<file path="src/rtl/smbp_pkg.sv">
// Package: shared types for the two-wire pointer slave.
// Assumes: byte-wide registers and byte-wide pointer values.
package smbp_pkg;

    typedef enum logic [3:0] {
        ST_IDLE,
        ST_ADDR,
        ST_ADDR_ACK,
        ST_PTR,
        ST_PTR_ACK,
        ST_WDATA,
        ST_WDATA_ACK,
        ST_RDATA,
        ST_RDATA_ACK
    } link_state_t;

    localparam logic [7:0] IDLE_BYTE = 8'hFF;

endpackage

</file>
<file path="src/rtl/smbp_sync_edge.sv">
// Module: two-flop synchronizers for SCL and SDA, plus edge and
// start/stop detection on the synchronized copies.
// Assumes: bus lines idle high; the bus is slow next to clk.
module smbp_sync_edge (
    input  logic clk,
    input  logic rst_n,
    input  logic scl_in,
    input  logic sda_in,
    output logic sda_s,
    output logic scl_rise,
    output logic scl_fall,
    output logic start_ev,
    output logic stop_ev
);
    logic [2:0] scl_q;
    logic [2:0] sda_q;

    // Shift both lines through sync stages plus one history stage.
    always_ff @(posedge clk) begin
        if (!rst_n) begin
            scl_q <= 3'b111;
            sda_q <= 3'b111;
        end else begin
            scl_q <= {scl_q[1:0], scl_in};
            sda_q <= {sda_q[1:0], sda_in};
        end
    end

    // Decode edges and bus conditions from stage 1 (now) vs stage 2 (before).
    always_comb begin
        sda_s    = sda_q[1];
        scl_rise = scl_q[1] & ~scl_q[2];
        scl_fall = ~scl_q[1] & scl_q[2];
        start_ev = scl_q[1] & scl_q[2] & ~sda_q[1] & sda_q[2];
        stop_ev  = scl_q[1] & scl_q[2] & sda_q[1] & ~sda_q[2];
    end

endmodule

</file>
<file path="src/rtl/smbp_regbank.sv">
// Module: parameterized register bank with a populated-register map.
// Registers whose map bit is clear are not built and read as 8'hFF.
// Assumes: the writer only writes to addresses it has checked.
module smbp_regbank #(
    parameter int                    NUM_REGS   = 6,
    parameter logic [NUM_REGS-1:0]   VALID_MASK = 6'b110111,
    parameter logic [7:0]            RESET_BASE = 8'hA0
) (
    input  logic       clk,
    input  logic       rst_n,
    input  logic       wr_en,
    input  logic [7:0] wr_addr,
    input  logic [7:0] wr_data,
    input  logic [7:0] rd_addr,
    output logic [7:0] rd_data,
    output logic       rd_ok,
    input  logic [7:0] q_addr,
    output logic       q_ok
);
    logic [7:0] regs_q [NUM_REGS];
    logic       wr_ok;

    for (genvar i = 0; i < NUM_REGS; i++) begin : g_reg
        if (VALID_MASK[i]) begin : g_cell
            logic [7:0] cell_q;
            // Hold one populated register; reset to its base-plus-index value.
            always_ff @(posedge clk) begin
                if (!rst_n)
                    cell_q <= RESET_BASE + 8'(i);
                else if (wr_en && wr_addr == 8'(i))
                    cell_q <= wr_data;
            end
            assign regs_q[i] = cell_q;
        end else begin : g_hole
            assign regs_q[i] = smbp_pkg::IDLE_BYTE;
        end
    end

    // Look up read data and validity for the read and query ports.
    always_comb begin
        rd_data = smbp_pkg::IDLE_BYTE;
        rd_ok   = 1'b0;
        q_ok    = 1'b0;
        wr_ok   = 1'b0;
        for (int i = 0; i < NUM_REGS; i++) begin
            if (rd_addr == 8'(i)) begin
                rd_data = regs_q[i];
                rd_ok   = VALID_MASK[i];
            end
            if (q_addr == 8'(i))  q_ok  = VALID_MASK[i];
            if (wr_addr == 8'(i)) wr_ok = VALID_MASK[i];
        end
    end

    // the link never commits a write to an absent register.
    assert_write_valid_R6: assert property (@(posedge clk) disable iff (!rst_n)
        wr_en |-> wr_ok);

endmodule

</file>
<file path="src/rtl/smbp_link.sv">
// Module: byte-level protocol engine. Shifts bits on SCL rises, updates
// its SDA drive on SCL falls, and sequences address, pointer, write and
// read phases with acknowledge handling.
// Assumes: events come from the synchronized bus; start/stop win over edges.
module smbp_link
    import smbp_pkg::*;
#(
    parameter logic [6:0] SLAVE_ADDR = 7'h58,
    parameter int         MAX_BYTES  = 2
) (
    input  logic       clk,
    input  logic       rst_n,
    input  logic       sda_s,
    input  logic       scl_rise,
    input  logic       scl_fall,
    input  logic       start_ev,
    input  logic       stop_ev,
    output logic [7:0] q_addr,
    input  logic       q_ok,
    output logic [7:0] rd_addr,
    input  logic [7:0] rd_data,
    input  logic       rd_ok,
    output logic       wr_en,
    output logic [7:0] wr_addr,
    output logic [7:0] wr_data,
    output logic       sda_pull
);
    localparam int NB_W = $clog2(MAX_BYTES + 1);
    localparam logic [NB_W-1:0] NB_MAX = NB_W'(MAX_BYTES);

    link_state_t     st;
    logic [3:0]      cnt;
    logic [7:0]      shreg;
    logic [7:0]      tx;
    logic [7:0]      ptr;
    logic [7:0]      idx;
    logic [NB_W-1:0] nbytes;
    logic            rw;
    logic            mack;
    logic [7:0]      rd_byte;

    // Choose lookup addresses and the next byte to transmit.
    always_comb begin
        q_addr  = (st == ST_PTR) ? shreg : idx;
        rd_addr = (st == ST_ADDR_ACK) ? ptr : idx;
        rd_byte = (rd_ok && nbytes < NB_MAX) ? rd_data : IDLE_BYTE;
    end

    // Protocol sequencer: bus conditions first, then SCL rise and fall work.
    always_ff @(posedge clk) begin
        if (!rst_n) begin
            st       <= ST_IDLE;
            cnt      <= '0;
            shreg    <= '0;
            tx       <= '0;
            ptr      <= '0;
            idx      <= '0;
            nbytes   <= '0;
            rw       <= 1'b0;
            mack     <= 1'b0;
            sda_pull <= 1'b0;
            wr_en    <= 1'b0;
            wr_addr  <= '0;
            wr_data  <= '0;
        end else begin
            wr_en <= 1'b0;
            if (stop_ev) begin
                st       <= ST_IDLE;
                sda_pull <= 1'b0;
            end else if (start_ev) begin
                st       <= ST_ADDR;
                cnt      <= '0;
                nbytes   <= '0;
                sda_pull <= 1'b0;
            end else begin
                if (scl_rise) begin
                    shreg <= {shreg[6:0], sda_s};
                    if (cnt != 4'd8) cnt <= cnt + 4'd1;
                    if (st == ST_RDATA_ACK) mack <= ~sda_s;
                end
                if (scl_fall) begin
                    unique case (st)
                        ST_ADDR: if (cnt == 4'd8) begin
                            cnt <= '0;
                            if (shreg[7:1] == SLAVE_ADDR) begin
                                rw       <= shreg[0];
                                sda_pull <= 1'b1;
                                st       <= ST_ADDR_ACK;
                            end else begin
                                st <= ST_IDLE;
                            end
                        end
                        ST_ADDR_ACK: begin
                            cnt <= '0;
                            if (rw) begin
                                tx       <= rd_byte;
                                sda_pull <= ~rd_byte[7];
                                idx      <= ptr + 8'd1;
                                nbytes   <= NB_W'(1);
                                st       <= ST_RDATA;
                            end else begin
                                sda_pull <= 1'b0;
                                st       <= ST_PTR;
                            end
                        end
                        ST_PTR: if (cnt == 4'd8) begin
                            cnt <= '0;
                            if (q_ok) begin
                                ptr      <= shreg;
                                idx      <= shreg;
                                sda_pull <= 1'b1;
                                st       <= ST_PTR_ACK;
                            end else begin
                                st <= ST_IDLE;
                            end
                        end
                        ST_PTR_ACK: begin
                            cnt      <= '0;
                            nbytes   <= '0;
                            sda_pull <= 1'b0;
                            st       <= ST_WDATA;
                        end
                        ST_WDATA: if (cnt == 4'd8) begin
                            cnt <= '0;
                            if (q_ok && nbytes < NB_MAX) begin
                                wr_en    <= 1'b1;
                                wr_addr  <= idx;
                                wr_data  <= shreg;
                                idx      <= idx + 8'd1;
                                nbytes   <= nbytes + NB_W'(1);
                                sda_pull <= 1'b1;
                                st       <= ST_WDATA_ACK;
                            end else begin
                                st <= ST_IDLE;
                            end
                        end
                        ST_WDATA_ACK: begin
                            cnt      <= '0;
                            sda_pull <= 1'b0;
                            st       <= ST_WDATA;
                        end
                        ST_RDATA: begin
                            if (cnt == 4'd8) begin
                                cnt      <= '0;
                                sda_pull <= 1'b0;
                                st       <= ST_RDATA_ACK;
                            end else begin
                                tx       <= {tx[6:0], 1'b0};
                                sda_pull <= ~tx[6];
                            end
                        end
                        ST_RDATA_ACK: begin
                            cnt <= '0;
                            if (mack) begin
                                tx       <= rd_byte;
                                sda_pull <= ~rd_byte[7];
                                idx      <= idx + 8'd1;
                                if (nbytes < NB_MAX) nbytes <= nbytes + NB_W'(1);
                                st       <= ST_RDATA;
                            end else begin
                                sda_pull <= 1'b0;
                                st       <= ST_IDLE;
                            end
                        end
                        default: ;
                    endcase
                end
            end
        end
    end

    // a start always lands in address reception with SDA released.
    assert_start_restarts_R1: assert property (@(posedge clk) disable iff (!rst_n)
        start_ev |=> (st == ST_ADDR) && !sda_pull);

    // a stop always returns to idle with SDA released.
    assert_stop_idles_R1: assert property (@(posedge clk) disable iff (!rst_n)
        stop_ev |=> (st == ST_IDLE) && !sda_pull);

    // the SDA drive only moves after an SCL fall or a bus condition.
    assert_drive_after_fall_R2: assert property (@(posedge clk) disable iff (!rst_n)
        !$stable(sda_pull) |-> $past(scl_fall || start_ev || stop_ev));

    // an acknowledge after an address byte needs a matching address.
    assert_addr_ack_match_R3: assert property (@(posedge clk) disable iff (!rst_n)
        $rose(sda_pull) && ($past(st) == ST_ADDR) |-> ($past(shreg[7:1]) == SLAVE_ADDR));

    // the stored pointer only changes when a pointer byte completes.
    assert_ptr_only_from_ptr_phase_R7: assert property (@(posedge clk) disable iff (!rst_n)
        !$stable(ptr) |-> $past((st == ST_PTR) && scl_fall && q_ok));

endmodule

</file>
<file path="src/rtl/smb_ptr_slave.sv">
// Module: top of the two-wire pointer slave. Connects the bus
// synchronizer, the protocol engine and the register bank.
// Assumes: sda_pull_low drives an open-drain pad; an external pull-up holds SDA high.
module smb_ptr_slave #(
    parameter logic [6:0]          SLAVE_ADDR = 7'h58,
    parameter int                  NUM_REGS   = 6,
    parameter logic [NUM_REGS-1:0] VALID_MASK = 6'b110111,
    parameter logic [7:0]          RESET_BASE = 8'hA0,
    parameter int                  MAX_BYTES  = 2
) (
    input  logic clk,
    input  logic rst_n,
    input  logic scl_in,
    input  logic sda_in,
    output logic sda_pull_low
);
    logic       sda_s, scl_rise, scl_fall, start_ev, stop_ev;
    logic [7:0] q_addr, rd_addr, rd_data, wr_addr, wr_data;
    logic       q_ok, rd_ok, wr_en;

    smbp_sync_edge u_sync (
        .clk      (clk),
        .rst_n    (rst_n),
        .scl_in   (scl_in),
        .sda_in   (sda_in),
        .sda_s    (sda_s),
        .scl_rise (scl_rise),
        .scl_fall (scl_fall),
        .start_ev (start_ev),
        .stop_ev  (stop_ev)
    );

    smbp_link #(
        .SLAVE_ADDR (SLAVE_ADDR),
        .MAX_BYTES  (MAX_BYTES)
    ) u_link (
        .clk      (clk),
        .rst_n    (rst_n),
        .sda_s    (sda_s),
        .scl_rise (scl_rise),
        .scl_fall (scl_fall),
        .start_ev (start_ev),
        .stop_ev  (stop_ev),
        .q_addr   (q_addr),
        .q_ok     (q_ok),
        .rd_addr  (rd_addr),
        .rd_data  (rd_data),
        .rd_ok    (rd_ok),
        .wr_en    (wr_en),
        .wr_addr  (wr_addr),
        .wr_data  (wr_data),
        .sda_pull (sda_pull_low)
    );

    smbp_regbank #(
        .NUM_REGS   (NUM_REGS),
        .VALID_MASK (VALID_MASK),
        .RESET_BASE (RESET_BASE)
    ) u_bank (
        .clk     (clk),
        .rst_n   (rst_n),
        .wr_en   (wr_en),
        .wr_addr (wr_addr),
        .wr_data (wr_data),
        .rd_addr (rd_addr),
        .rd_data (rd_data),
        .rd_ok   (rd_ok),
        .q_addr  (q_addr),
        .q_ok    (q_ok)
    );

endmodule

</file>
<file path="config.mk">
export PLATFORM = sky130hd
export DESIGN_NAME = smb_ptr_slave
export DESIGN_NICKNAME = d
export VERILOG_FILES = /design/src/rtl/smbp_pkg.sv /design/src/rtl/smbp_sync_edge.sv /design/src/rtl/smbp_regbank.sv /design/src/rtl/smbp_link.sv /design/src/rtl/smb_ptr_slave.sv
export SDC_FILE = /design/constraint.sdc
export NUM_CORES = 1
export LEC_CHECK = 0
export ABC_AREA = 1
export BUFFER_PORTS_ARGS = -buffer_cell sky130_fd_sc_hd__buf_4
export CAP_MARGIN = 20
export CORE_MARGIN = 3
export CORE_UTILIZATION = 31
export CTS_CLUSTER_SIZE = 8
export DETAILED_ROUTE_END_ITERATION = 12
export GPL_ROUTABILITY_DRIVEN = 0
export PLACE_DENSITY = 0.53
export SLEW_MARGIN = 20
export SYNTH_ARGS = -nofsm -noshare
export SYNTH_HDL_FRONTEND = slang
export SYNTH_SLANG_ARGS = --single-unit
</file>
<file path="constraint.sdc">
create_clock -name clk -period 4.05 [get_ports clk]
set_input_delay 0.6075 -clock clk [delete_from_list [all_inputs] [get_ports clk]]
set_output_delay 0.6075 -clock clk [all_outputs]
set_load 0.1 [all_outputs]
</file>
* Word-level counts from Yosys, hierarchy flattened
Index checks and enable logic that the tools add are counted.
** Word-level totals
- Flip-flop bits (word level) :: 107
- Bits of input ports :: 4
** Cells by class
- Bitwise operators :: 19
- Add/sub/neg operators :: 4
- Muxes and demuxes :: 69
- Order comparisons :: 1
- Eq/ne operators :: 43
- Reduce and logical (&&, ||, !) cells :: 33
** Operators with widths (count)
- 2-to-1 mux 8 bit :: 15
- == test 8 x 3 -> 1 bit (second input constant) :: 6
- == test 8 x 2 -> 1 bit (second input constant) :: 5
- 2-to-1 mux 4 bit :: 9
- one-hot mux 8 bit (4 select lines) :: 1
- AND reduction 6 bit :: 5
- one-hot mux 4 bit (7 select lines) :: 1
- == test 8 x 1 -> 1 bit (second input constant) :: 3
- zero test 8 bit :: 3
- 2-to-1 mux 1 bit :: 24
- 2-to-1 mux 7 bit :: 3
- one-hot mux 7 bit (3 select lines) :: 1
- != test 3 x 2 -> 1 bit (second input constant) :: 6
- adder 8 x 1 -> 8 bit (second input constant) :: 2
- == test 4 x 3 -> 1 bit (second input constant) :: 4
- 2-to-1 mux 2 bit :: 8
- != test 2 x 1 -> 1 bit (second input constant) :: 8
- AND reduction 8 bit :: 2
- 2-to-1 mux 3 bit :: 4
- NOT 1 bit :: 12
- AND reduction 10 bit :: 1
- == test 4 x 2 -> 1 bit (second input constant) :: 2
- == test 4 bit (second input constant) :: 2
- one-hot mux 2 bit (4 select lines) :: 1
- other kinds (25) :: 41

* Logic depth before layout (Yosys ltp)
Gate-level depths: netlist of the first run.
- Word-level depth :: 15
- Depth in mapped cells :: 16
- Mapped depth without buffers :: 14

* Cells and area by module
From an unflattened synthesis of the first run, not the netlist that was laid out.
** Second synthesis, totals
- Cell total of the unflattened synthesis :: 825
- Area, all modules :: 5582.9 um^2
** By module, submodules not included
- smbp_link :: instances 1, cells each 490, area an instance 3254.4 um^2
- smbp_regbank :: instances 1, cells each 308, area an instance 2129.5 um^2
- smbp_sync_edge :: instances 1, cells each 27, area an instance 198.9 um^2

* Least setup slack after synthesis of the first run
No wires, ideal clock.
- Path type :: flip-flop to flip-flop
- Start :: register u_link.st[0]
- End :: register u_link.idx[6]
- Arrival :: 1.790 ns
- Slack :: 2.190 ns
- Path buffers :: 1
- Data required time :: 3.980 ns
- Cell stages (with the launch flop) :: 15
- Library setup time :: 0.070 ns
- Clock period less this slack :: 1.860 ns
- Cells stage by stage :: dfxtp_1 inv_2 nor2_2 nand3_2 nand2_2 buf_6 nand2_1 o21ai_2 ha_1 nand3_1 nor2_1 nand2_1 nand2_1 nand3_1 a21oi_1
** On the way
- Word-level cells in the longest chain between the ends :: 12
- Elaborated cells on any way between the ends :: 27
- Those cells by class :: 15 x eq/ne; 8 x mux; 4 x reduce/logical
** Ends and longest elaborated chain
- start: declaration :: RTL line smbp_link.sv:31 : link_state_t st;
- start signal: assignment :: RTL line smbp_link.sv:52 : st <= ST_IDLE;
- start signal: assignment :: RTL line smbp_link.sv:68 : st <= ST_IDLE;
- start signal: assignment :: RTL line smbp_link.sv:71 : st <= ST_ADDR;
- == test 4 x 2 -> 1 bit :: RTL line smbp_link.sv:44, smbp_link.sv:82
- 2-to-1 mux 8 bit :: RTL line smbp_link.sv:44 : q_addr = (st == ST_PTR) ? shreg : idx;
- zero test 8 bit :: RTL line smbp_regbank.sv:50 : if (q_addr == 8'(i)) q_ok = VALID_MASK[i];
- 2-to-1 mux 1 bit (6 in series) :: RTL line smbp_regbank.sv:50
- logical AND 1 bit :: RTL line smbp_link.sv:125 : if (q_ok && nbytes < NB_MAX) begin
- != test 2 x 1 -> 1 bit (no source line)
- AND reduction 10 bit (no source line)
- end signal: assignment :: RTL line smbp_link.sv:110 : idx <= shreg;
- end signal: assignment :: RTL line smbp_link.sv:129 : idx <= idx + 8'd1;
- end signal: assignment :: RTL line smbp_link.sv:157 : idx <= idx + 8'd1;
- end: declaration :: RTL line smbp_link.sv:36 : logic [7:0] idx;
Several ways; a longest one is shown, not always the timed one.
A chain may end at the register's enable or synchronous reset.

* Worst setup path after layout of the first run
- Start :: register u_link.st[3]
- End :: register u_link.wr_data[3]
** On the way
- Word-level cells in the longest chain between the ends :: 11
- Elaborated cells on any way between the ends :: 17
- Those cells by class :: 7 x eq/ne; 7 x mux; 3 x reduce/logical
** Ends and longest elaborated chain
- == test 4 x 2 -> 1 bit :: RTL line smbp_link.sv:44
- 2-to-1 mux 8 bit :: RTL line smbp_link.sv:44
- zero test 8 bit :: RTL line smbp_regbank.sv:50
- 2-to-1 mux 1 bit (6 in series) :: RTL line smbp_regbank.sv:50
- logical AND 1 bit :: RTL line smbp_link.sv:125
- AND reduction 6 bit (no source line) *
- end signal: assignment :: RTL line smbp_link.sv:128 : wr_data <= shreg;
- end: declaration :: RTL line smbp_link.sv:25 : output logic [7:0] wr_data,
Mark *: on every way between the ends. The rest lies on a longest branch, timed or not.

==> results of run 1 <==
==> flip-flops by register name (all words and copies together), names as in the netlist <==
signal	count
u_link.nbytes	2
u_link.sda_pull	1
u_link.mack	1
u_link.idx	8
u_link.tx	7
u_link.cnt	4
u_link.wr_en	1
u_link.st	4
u_sync.scl_q	3
u_link.wr_addr	8
u_link.ptr	8
u_link.wr_data	8
u_bank.g.g_cell.cell_q	40
u_link.rw	1
u_link.shreg	8
u_sync.sda_q	3
==> per-stage QoR <==
| stage | std cells | area (sq um) | power, mW | setup WS, ps | util [%] |
|---|---|---|---|---|---|
| after global placement | 957 | 5470 | 1.17 | 1390 | 33.7 |
| final | 973 | 5770 | 2.05 | 1600 | 35.6 |
| after CTS | 973 | 5760 | 2.07 | 1370 | 35.5 |
| after global routing | 973 | 5770 | 2.13 | 1290 | 35.6 |
| after detailed placement | 957 | 5470 | 1.17 | 1400 | 33.7 |
| after floorplan | 757 | 5250 | 1.14 | 2190 | - |
==> power breakdown <==
part / internal (mW) / switching [mW]
Sequential: 1.06 / 0.00612
Clock: 0.483 / 0.423
Combinational: 0.0224 / 0.0565
Total: 1.56 / 0.486
==> area by class of cell <==
type	instances	area, sq um
Inverter	107	402
Clock buffer	9	225
Fill cell	1802	10500
Sequential cell	107	2140
Timing Repair Buffer	9	67.6
Tap cell	216	270
Multi-Input combinational cell	518	2590
Clock inverter	7	73.8
==> critical path: stages (launching register included) <==
cell and delay [ps]:
dfxtp_1 380, nor2_2 290, nand2_1 330, inv_1 240
nand3_1 140, nand2_1 120, nand4_1 80, buf_4 240
o21ai_0 370, a21oi_1 100
==> layout by cell type (no fill, tap or decap), types with 3 or more instances in the layout <==
cell       count
clkbuf_16      9
nand2_1      149
nor3_1        10
nand4_1        7
nor2_2         5
nor2_1        62
nand2_2        8
o21ai_1        6
or2_2          4
nand3b_1       3
xor2_1         3
nor4_1         3
nand3_1       61
o22ai_1        3
dfxtp_1      107
a21oi_1       81
buf_4          9
ha_1           3
o21ai_0       71
o211ai_1      16
nor2_4         5
inv_2          7
inv_1         99
==> metal layers <==
layer | vias to the layer above | track usage (%) | part of all wire [%] | routed length [um]
li1 | 2469 | - | - | -
met1 | 2099 | 20.7 | 49 | 6780
met2 | 70 | 24.2 | 46 | 6300
met3 | 22 | 3.89 | 3.1 | 430
met4 | 0 | 4.26 | 1.6 | 222
met5 | - | 0 | 0 | 0
==> logic make-up after synthesis <==
family	after synthesis	share of synthesized area, %
XOR/XNOR	4	0.668
adder cells (fa/ha/maj)	3	0.715
multiplexers	1	0.191
buffers and inverters	132	9.96
AND/OR/NAND/NOR	326	28.7
AO/OA/AOI/OAI	184	18.9
flip-flops	107	40.8
==> worst min-delay path by stage <==
stage / start / endpoint / slack, ps / cells after the start
3_5_place_dp: u_sync.sda_q[0]$_SDFF_PN1_ / u_sync.sda_q[1]$_SDFF_PN1_ / 400 / 1
6_report: u_sync.scl_q[0]$_SDFF_PN1_ / u_sync.scl_q[1]$_SDFF_PN1_ / 420 / 1
5_1_grt: scl_in / u_sync.scl_q[0]$_SDFF_PN1_ / 420 / 2
4_1_cts: scl_in / u_sync.scl_q[0]$_SDFF_PN1_ / 410 / 2
2_1_floorplan: u_sync.scl_q[0]$_SDFF_PN1_ / u_sync.scl_q[1]$_SDFF_PN1_ / 390 / 1
3_3_place_gp: u_sync.sda_q[0]$_SDFF_PN1_ / u_sync.sda_q[1]$_SDFF_PN1_ / 400 / 1
==> impl_metrics.toml, run 1 <==
[power_and_ir_drop]
peakVddDrop_uv = 211
p_per_area_nw_per_um2 = 355
cellLeakagePower_nw = 2.58

[cts]
cts_made_buffers = 9
clockRootBuffer = "clkbuf_16"
cts-hold-fix-buffers = 0
cts_tree = "built"
post_cts_buffers = 0
clk_pin_slew_ps = 80
insertion_delay_ps = 360
clock-sinks = 107
htreeDepth = 3
cts-resized-gates = 0
clockBufferDepth = 2

[floorplan]
die_area_sq_um = 18500
fp-row-count = 46
placeableCoreArea_sq_um = 16200
start_util_pct = 32.3
die-height_um = 136
die_w_um = 136
pin_count = 5

[synthesis]
syn_area_sq_um = 5250
synth_nets = 764
synth.top_cell.area_share_pct = 40.8
ys_types = 40
ys_ff_latch = 107
synthTopCellsByCount = "nand2_1, dfxtp_1, inv_1"
yosysWarnings = 0
synth_cells = 757
synth_most_common_cell = "nand2_1"
ys_seq_area_share_pct = 40.8
synth_ff_type = "dfxtp_1"
ys_top_cells_by_area = "dfxtp_1, nand2_1, a21oi_1"
synth_top_area_cell = "dfxtp_1"
syn_avg_cell_area_sq_um = 6.93
synth-edff-count = 0
async_reset_ff_share_pct = 0

[cells_and_area]
final_nets = 759
diodes = 0
drive_gt1_share_pct = 8.98
area_delta_synth_final_pct = 9.94

[route]
ant_nets = 0
firstDrtPassIters = 5
dr_total_vias = 4660
detail_route.vias_per_cell = 4.79
wire_per_inst_um = 14.1
drt-initial-drc-count = 528
drc = 0
wirelength_um = 13700

[sta]
fmax_mhz = 409
finalSetupViolCount = 0
slew_headroom_pct = 47.9
worst_pin_slew_ps = 781
fin_setup_tns_ps = 0
rsz0062_at_grt = "false"
skew_ps = 10.2
hold_ws_ps = 419
hold_viol = 0
fin_crit_sh_pct = 60.4
layout_min_cycle_time_ps = 2450
report.final.slew_viol_count = 0

[grt]
grt_overflow_total = 0
first_global_vias = 4270
antenna_found_initial = 0
grt_max_degree = 85
grt_pass1_wl_um = 22200
grt.total_usage_pct = 15.3

[run]
maxCapViolations = 0

[placed_design]
place_hpwl_um = 9790
port-buffer-count = 4

[worst_setup_path]
reg2reg_to = "u_link.wr_data[3]$_SDFFE_PN0P_"
reg2reg_slack_ps = 1600
timing.rr.start = "u_link.st[3]$_SDFFE_PP0P_"
endpoint_kind = "flop"
cp-startpoint = "u_link.st[3]$_SDFFE_PP0P_"
critPathLaunchType = "flop"
arrival_ps = 2670
required_ps = 4280
criticalPathCategory = "reg2reg"
crit_path_end = "u_link.wr_data[3]$_SDFFE_PN0P_"
r2r_cells = 9
cp_max_fo = 28

[worst_hold_path]
min_path_type = "reg2reg"

[outcome]
run_status = "complete, no violations"
Note: power is estimated with default switching activity, not from simulation.
==> run 2, diff against run 1 <==
--- a/config.mk
+++ b/config.mk
@@ -5,7 +5,7 @@
 export SDC_FILE = /design/constraint.sdc
 export NUM_CORES = 1
 export LEC_CHECK = 0
-export ABC_AREA = 1
+export ABC_AREA = 0
 export BUFFER_PORTS_ARGS = -buffer_cell sky130_fd_sc_hd__buf_4
 export CAP_MARGIN = 20
 export CORE_MARGIN = 3
==> constraint.sdc (replaced) <==
create_clock -name clk -period 2.3 [get_ports clk]
set_input_delay 0.345 -clock clk [delete_from_list [all_inputs] [get_ports clk]]
set_output_delay 0.345 -clock clk [all_outputs]
set_load 0.1 [all_outputs]
==> impl_metrics.toml, run 2 <==
[outcome]
run_status = "finished, violations left"
violations = "setup timing"

[synthesis]
async_reset_ff_share_pct = 0
synth-simple-area-share_pct = 24.8
synth_ff_type = "dfxtp_1"
synth_nets = 660
syn_avg_cell_area_sq_um = 8.44
synth_top_area_cell = "dfxtp_1"
synth_xor_area_share_pct = 1.59
synthTopCellsByCount = "dfxtp_1, nand2_1, nor2_1"
yosysWarnings = 0
ys_ff_latch = 107
synth_top_family_by_area = "simple AND/OR/NAND/NOR gates"
synth_most_common_cell = "dfxtp_1"
ys_top_cells_by_area = "dfxtp_1, mux2i_1, nand2_1"
synth_compound_area_share_pct = 18.1
synth.top_cell.area_share_pct = 38.9
ys_seq_area_share_pct = 38.9
synth_cells = 653
synth_fa_ha_area_share_pct = 0.681
synth-edff-count = 0
ys_types = 78
synthMuxAreaShare_pct = 11.6
syn_area_sq_um = 5510

[worst_hold_path]
min_path_type = "in2reg"
hold_depth = 2
holdPathEnd = "u_sync.sda_q[0]$_SDFF_PN1_"
min-delay-start = "sda_in"

[floorplan]
start_util_pct = 31.8
placeableCoreArea_sq_um = 17400
die_area_sq_um = 19400
die-height_um = 139
fp-row-count = 48
pin_count = 5
die_w_um = 139

[worst_setup_path]
worstPathCellList = "or4_4 > or3b_4 > o32a_4 > o21ai_2 > a2111oi_4 > o22a_1"
endpoint_kind = "flop"
required_ps = 2550
timing.rr.start = "u_link.idx[3]$_SDFFE_PN0P_"
critPathLaunchType = "flop"
criticalPathCategory = "reg2reg"
r2r_cells = 6
reg2reg_slack_ps = -70
cp_max_fo = 5
cp-startpoint = "u_link.idx[3]$_SDFFE_PN0P_"
arrival_ps = 2610
critPathMaxStageDelay_ps = 560
reg2reg_to = "u_link.sda_pull$_SDFFE_PP0P_"
cp_slowest_cell = "or4_4"

[sta]
fin_crit_sh_pct = 103
rsz0062_at_grt = "true"
hold_viol = 0
fin_setup_tns_ps = -153
finalSetupViolCount = 3
setup_ws_ps = -67.3
layout_min_cycle_time_ps = 2370
report.final.slew_viol_count = 0
skew_ps = 11.6
hold_ws_ps = 176
slew_headroom_pct = 63.4
worst_pin_slew_ps = 548
fmax_mhz = 422

[cells_and_area]
diodes = 0
layout_commonest_cell = "dfxtp_1"
fin_util_pct = 39.7
regMostFlops = "u_bank.g.g_cell.cell_q"
final_cell_mix = "dfxtp_1, nand2_1, buf_4, nor2_1, mux2i_1"
largest_register_ff_count = 40
final_nets = 718
area_delta_synth_final_pct = 25.1
stdcell_count = 941
drive_gt1_share_pct = 24.3

[grt]
top_usage_layer = "met2"
grt_pass1_wl_um = 24900
antenna_found_initial = 0
first_global_vias = 4818
met3_usage_pct = 2.54
grt_max_degree = 45
grt_overflow_total = 0
met2_usage_pct = 26.1
met1_usage_pct = 20.9
grt.total_usage_pct = 15.7

[power_and_ir_drop]
power_mw = 3.51
cellLeakagePower_nw = 2.72
peakVddDrop_uv = 294
p_per_area_nw_per_um2 = 509

[route]
drc = 0
wirelength_um = 16100
wire_per_inst_um = 17.1
detail_route.vias_per_cell = 5.43
drt-initial-drc-count = 420
ant_nets = 0
dr_total_vias = 5109
firstDrtPassIters = 5

[cts]
clockBufferDepth = 2
cts_tree = "built"
clk_pin_slew_ps = 70
cts_made_buffers = 9
cts-hold-fix-buffers = 0
htreeDepth = 3
insertion_delay_ps = 360
clockRootBuffer = "clkbuf_16"
clock-sinks = 107

[run]
maxCapViolations = 0

[placed_design]
placedCellCount = 914
place_hpwl_um = 11100
port-buffer-count = 4
==> run 2: cell types whose count changed in the layout (fill, tap and decap cells not counted), moves of 37 or more <==
cell,delta
o21ai_0,-55
mux2i_1,+56
nand2_1,-61
nand3_1,-37
buf_4,+67
a21oi_1,-42
inv_1,-86
==> run 2: cells by family (layout without fill, tap and decap cells) <==
group / count (synthesis) / count (layout)
compound gates: 142 / 143
mux: 62 / 62
xor+xnor: 10 / 10
buf+inv: 55 / 117
simple gates: 274 / 274
flops: 107 / 107
fa+ha+maj: 3 / 3
==> run 2: repair_timing <==
item                       4_1_cts  5_1_grt
setup buffers                    3        7
gates cloned                     0        1
pin swaps                        2       27
gates resized for setup         12       48
setup endpoints to repair       11       31
==> run 2: routing by layer <==
layer  wire [um]  up-vias
met3         591       23
met1        7390     2524
met2        7820      109
li1            -     2453
met5           0        -
met4         315        0
==> run 2: power breakdown <==
part	leakage, nW	switching [mW]	internal [mW]
Sequential	0.866	0.00530	1.86
Clock	0.147	0.745	0.788
Combinational	1.70	0.0745	0.0365
==> run 2: how the worst max path moves through the flow <==
stage	depth (start not counted)	end	slack, ps
after floorplan	11	u_link.idx[4]$_SDFFE_PN0P_	-240
after global placement	7	u_link.tx[4]$_SDFFE_PN0P_	-160
after detailed placement	6	u_link.tx[2]$_SDFFE_PN0P_	-270
after CTS	9	u_link.idx[4]$_SDFFE_PN0P_	-50
after global routing	9	u_link.idx[4]$_SDFFE_PN0P_	-130
final	6	u_link.sda_pull$_SDFFE_PP0P_	-70
==> run 2: worst max-delay path, delay by kind of cell, from the launching register on <==
| family | cells | cell delay, ps |
|---|---|---|
| flip-flops | 1 | 320 |
| AO/OA/AOI/OAI | 4 | 920 |
| AND/OR/NAND/NOR | 2 | 1040 |
==> run 2: area by class of cell <==
cell class	instances	area, sq um
Inverter	14	52.6
Fill cell	1700	10500
Clock buffer	10	239
Tap cell	225	282
Timing Repair Buffer	87	737
Clock inverter	6	53.8
Sequential cell	107	2150
Multi-Input combinational cell	492	3380
==> run 2: stage by stage <==
stage | setup WS, ps | area [sq um]
5_1_grt | -132 | 6890
4_1_cts | -47.7 | 6620
3_5_place_dp | -266 | 6250
2_1_floorplan | -236 | 5560
6_report | -67.3 | 6890
3_3_place_gp | -160 | 6250
==> run 3, diff against run 2 <==
--- a/config.mk
+++ b/config.mk
@@ -14,6 +14,7 @@
 export DETAILED_ROUTE_END_ITERATION = 12
 export GPL_ROUTABILITY_DRIVEN = 0
 export PLACE_DENSITY = 0.53
+export RECOVER_POWER = 50
 export SLEW_MARGIN = 20
 export SYNTH_ARGS = -nofsm -noshare
 export SYNTH_HDL_FRONTEND = slang
==> impl_metrics.toml, run 3 (synthesis gave the netlist of run 2 again) <==
[worst_hold_path]
min-delay-start = "sda_in"
holdPathEnd = "u_sync.sda_q[0]$_SDFF_PN1_"
hold_depth = 2
min_path_type = "in2reg"

[cells_and_area]
diodes = 0
final_cell_mix = "dfxtp_1, nand2_1, nor2_1, buf_4, mux2i_1"
final_nets = 718
regMostFlops = "u_bank.g.g_cell.cell_q"
largest_register_ff_count = 40
fin_util_pct = 39.6
layout_commonest_cell = "dfxtp_1"
drive_gt1_share_pct = 23.5
area_delta_synth_final_pct = 24.7

[placed_design]
place_hpwl_um = 11100
dp_slack_ps = -266
port-buffer-count = 4

[sta]
setup_ws_ps = -65.5
report.final.slew_viol_count = 0
slew_headroom_pct = 23.1
skew_ps = 10.5
worst_pin_slew_ps = 1160
layout_min_cycle_time_ps = 2370
fmax_mhz = 423
rsz0062_at_grt = "true"
finalSetupViolCount = 4
fin_crit_sh_pct = 103
hold_viol = 0
fin_setup_tns_ps = -150
hold_ws_ps = 176

[cts]
cts-hold-fix-buffers = 0
htreeDepth = 3
cts_made_buffers = 9
clockRootBuffer = "clkbuf_16"
cts_tree = "built"
clockBufferDepth = 2
clk_pin_slew_ps = 70
insertion_delay_ps = 360
clock-sinks = 107

[route]
firstDrtPassIters = 5
wirelength_um = 16100
drt-initial-drc-count = 421
ant_nets = 0
wire_per_inst_um = 17.1
detail_route.vias_per_cell = 5.42
dr_total_vias = 5103
drc = 0

[worst_setup_path]
cp_num_buf_inv = 0
critPathLaunchType = "flop"
cp_slowest_cell = "or4_4"
worstPathCellList = "or4_4 > or3b_4 > o32a_4 > o21ai_2 > a2111oi_4 > o22a_1"
r2r_cells = 6
cp_max_fo = 5
critPathTopFamily = "simple AND/OR/NAND/NOR gates"
timing.rr.start = "u_link.idx[3]$_SDFFE_PN0P_"
arrival_ps = 2610
reg2reg_slack_ps = -70
endpoint_kind = "flop"
reg2reg_to = "u_link.sda_pull$_SDFFE_PP0P_"
criticalPathCategory = "reg2reg"
worstSetupPathDepth = 6
critPathMaxStageDelay_ps = 560
required_ps = 2550

[grt]
grt_overflow_total = 0
grt_pass1_wl_um = 24900
first_global_vias = 4818
grt_max_degree = 45
grt.total_usage_pct = 15.7
antenna_found_initial = 0

[floorplan]
die-height_um = 139
die_area_sq_um = 19400
pin_count = 5
start_util_pct = 31.8
fp-row-count = 48
die_w_um = 139
placeableCoreArea_sq_um = 17400

[outcome]
violations = "setup timing"
run_status = "finished, violations left"

[power_and_ir_drop]
combPwrFrac_pct = 3.1
p_int_mw = 2.68
clockPowerShare_pct = 43.7
switching_share_pct = 23.5
p_per_area_nw_per_um2 = 510
p_switching_mw = 0.822
peakVddDrop_uv = 291
power_frac_seq_pct = 53.2
cellLeakagePower_nw = 2.70
power_mw = 3.50

[run]
maxCapViolations = 0
==> run 3: cell types whose count changed in the layout (fill, tap and decap cells not counted) <==
cell and delta:
and3b_2 -1, clkbuf_2 +2, buf_4 -6, clkbuf_1 +4, nor2_2 -1, and3b_1 +1, nor2_1 +1
==> run 3: cell type report <==
cell class | count | area, sq um
inverters | 14 | 52.6
clock buffers | 10 | 239
flip-flops and latches | 107 | 2150
fillers | 1705 | 10500
repair buffers | 87 | 717
clock inverters | 6 | 53.8
well taps | 225 | 282
multi-input cells | 492 | 3380
==> run 3: repair_timing <==
action | CTS | global route
cloned | 0 | 1
gates resized for setup | 12 | 48
pin swaps | 2 | 27
buffers inserted | 3 | 7
setup endpoints to repair | 11 | 31
==> run 3: worst max path at each step <==
stage,start,end,slack [ps]
2_1_floorplan,u_link.st[3]$_SDFFE_PP0P_,u_link.idx[4]$_SDFFE_PN0P_,-240
3_3_place_gp,u_link.st[0]$_SDFFE_PP0P_,u_link.tx[4]$_SDFFE_PN0P_,-160
3_5_place_dp,u_link.st[0]$_SDFFE_PP0P_,u_link.tx[2]$_SDFFE_PN0P_,-270
4_1_cts,u_link.st[0]$_SDFFE_PP0P_,u_link.idx[4]$_SDFFE_PN0P_,-50
5_1_grt,u_link.st[0]$_SDFFE_PP0P_,u_link.idx[4]$_SDFFE_PN0P_,-130
6_report,u_link.idx[3]$_SDFFE_PN0P_,u_link.sda_pull$_SDFFE_PP0P_,-70
==> run 3: layer usage <==
metal	GRT usage (%)	vias to the layer above	routed length, um
met1	20.9	2517	7320
met3	2.54	23	623
met2	26.1	105	7830
li1	-	2458	-
met4	5.10	0	314
met5	0	-	0
==> run 3: metrics by stage <==
stage,area [sq um],instances
after CTS,6620,933
after detailed placement,6250,914
after global placement,6250,914
after floorplan,5560,653
final,6870,941
after global routing,6870,941
==> run 3: power by group through the flow <==
stage               Sequential [mW]  Clock [mW]  Combinational, mW
finish                         1.86        1.53              0.110
global route                   1.86        1.65              0.119
CTS                            1.86        1.57              0.110
detailed placement             1.91           0              0.108
global placement               1.91           0              0.106
floorplan                      1.91           0             0.0605
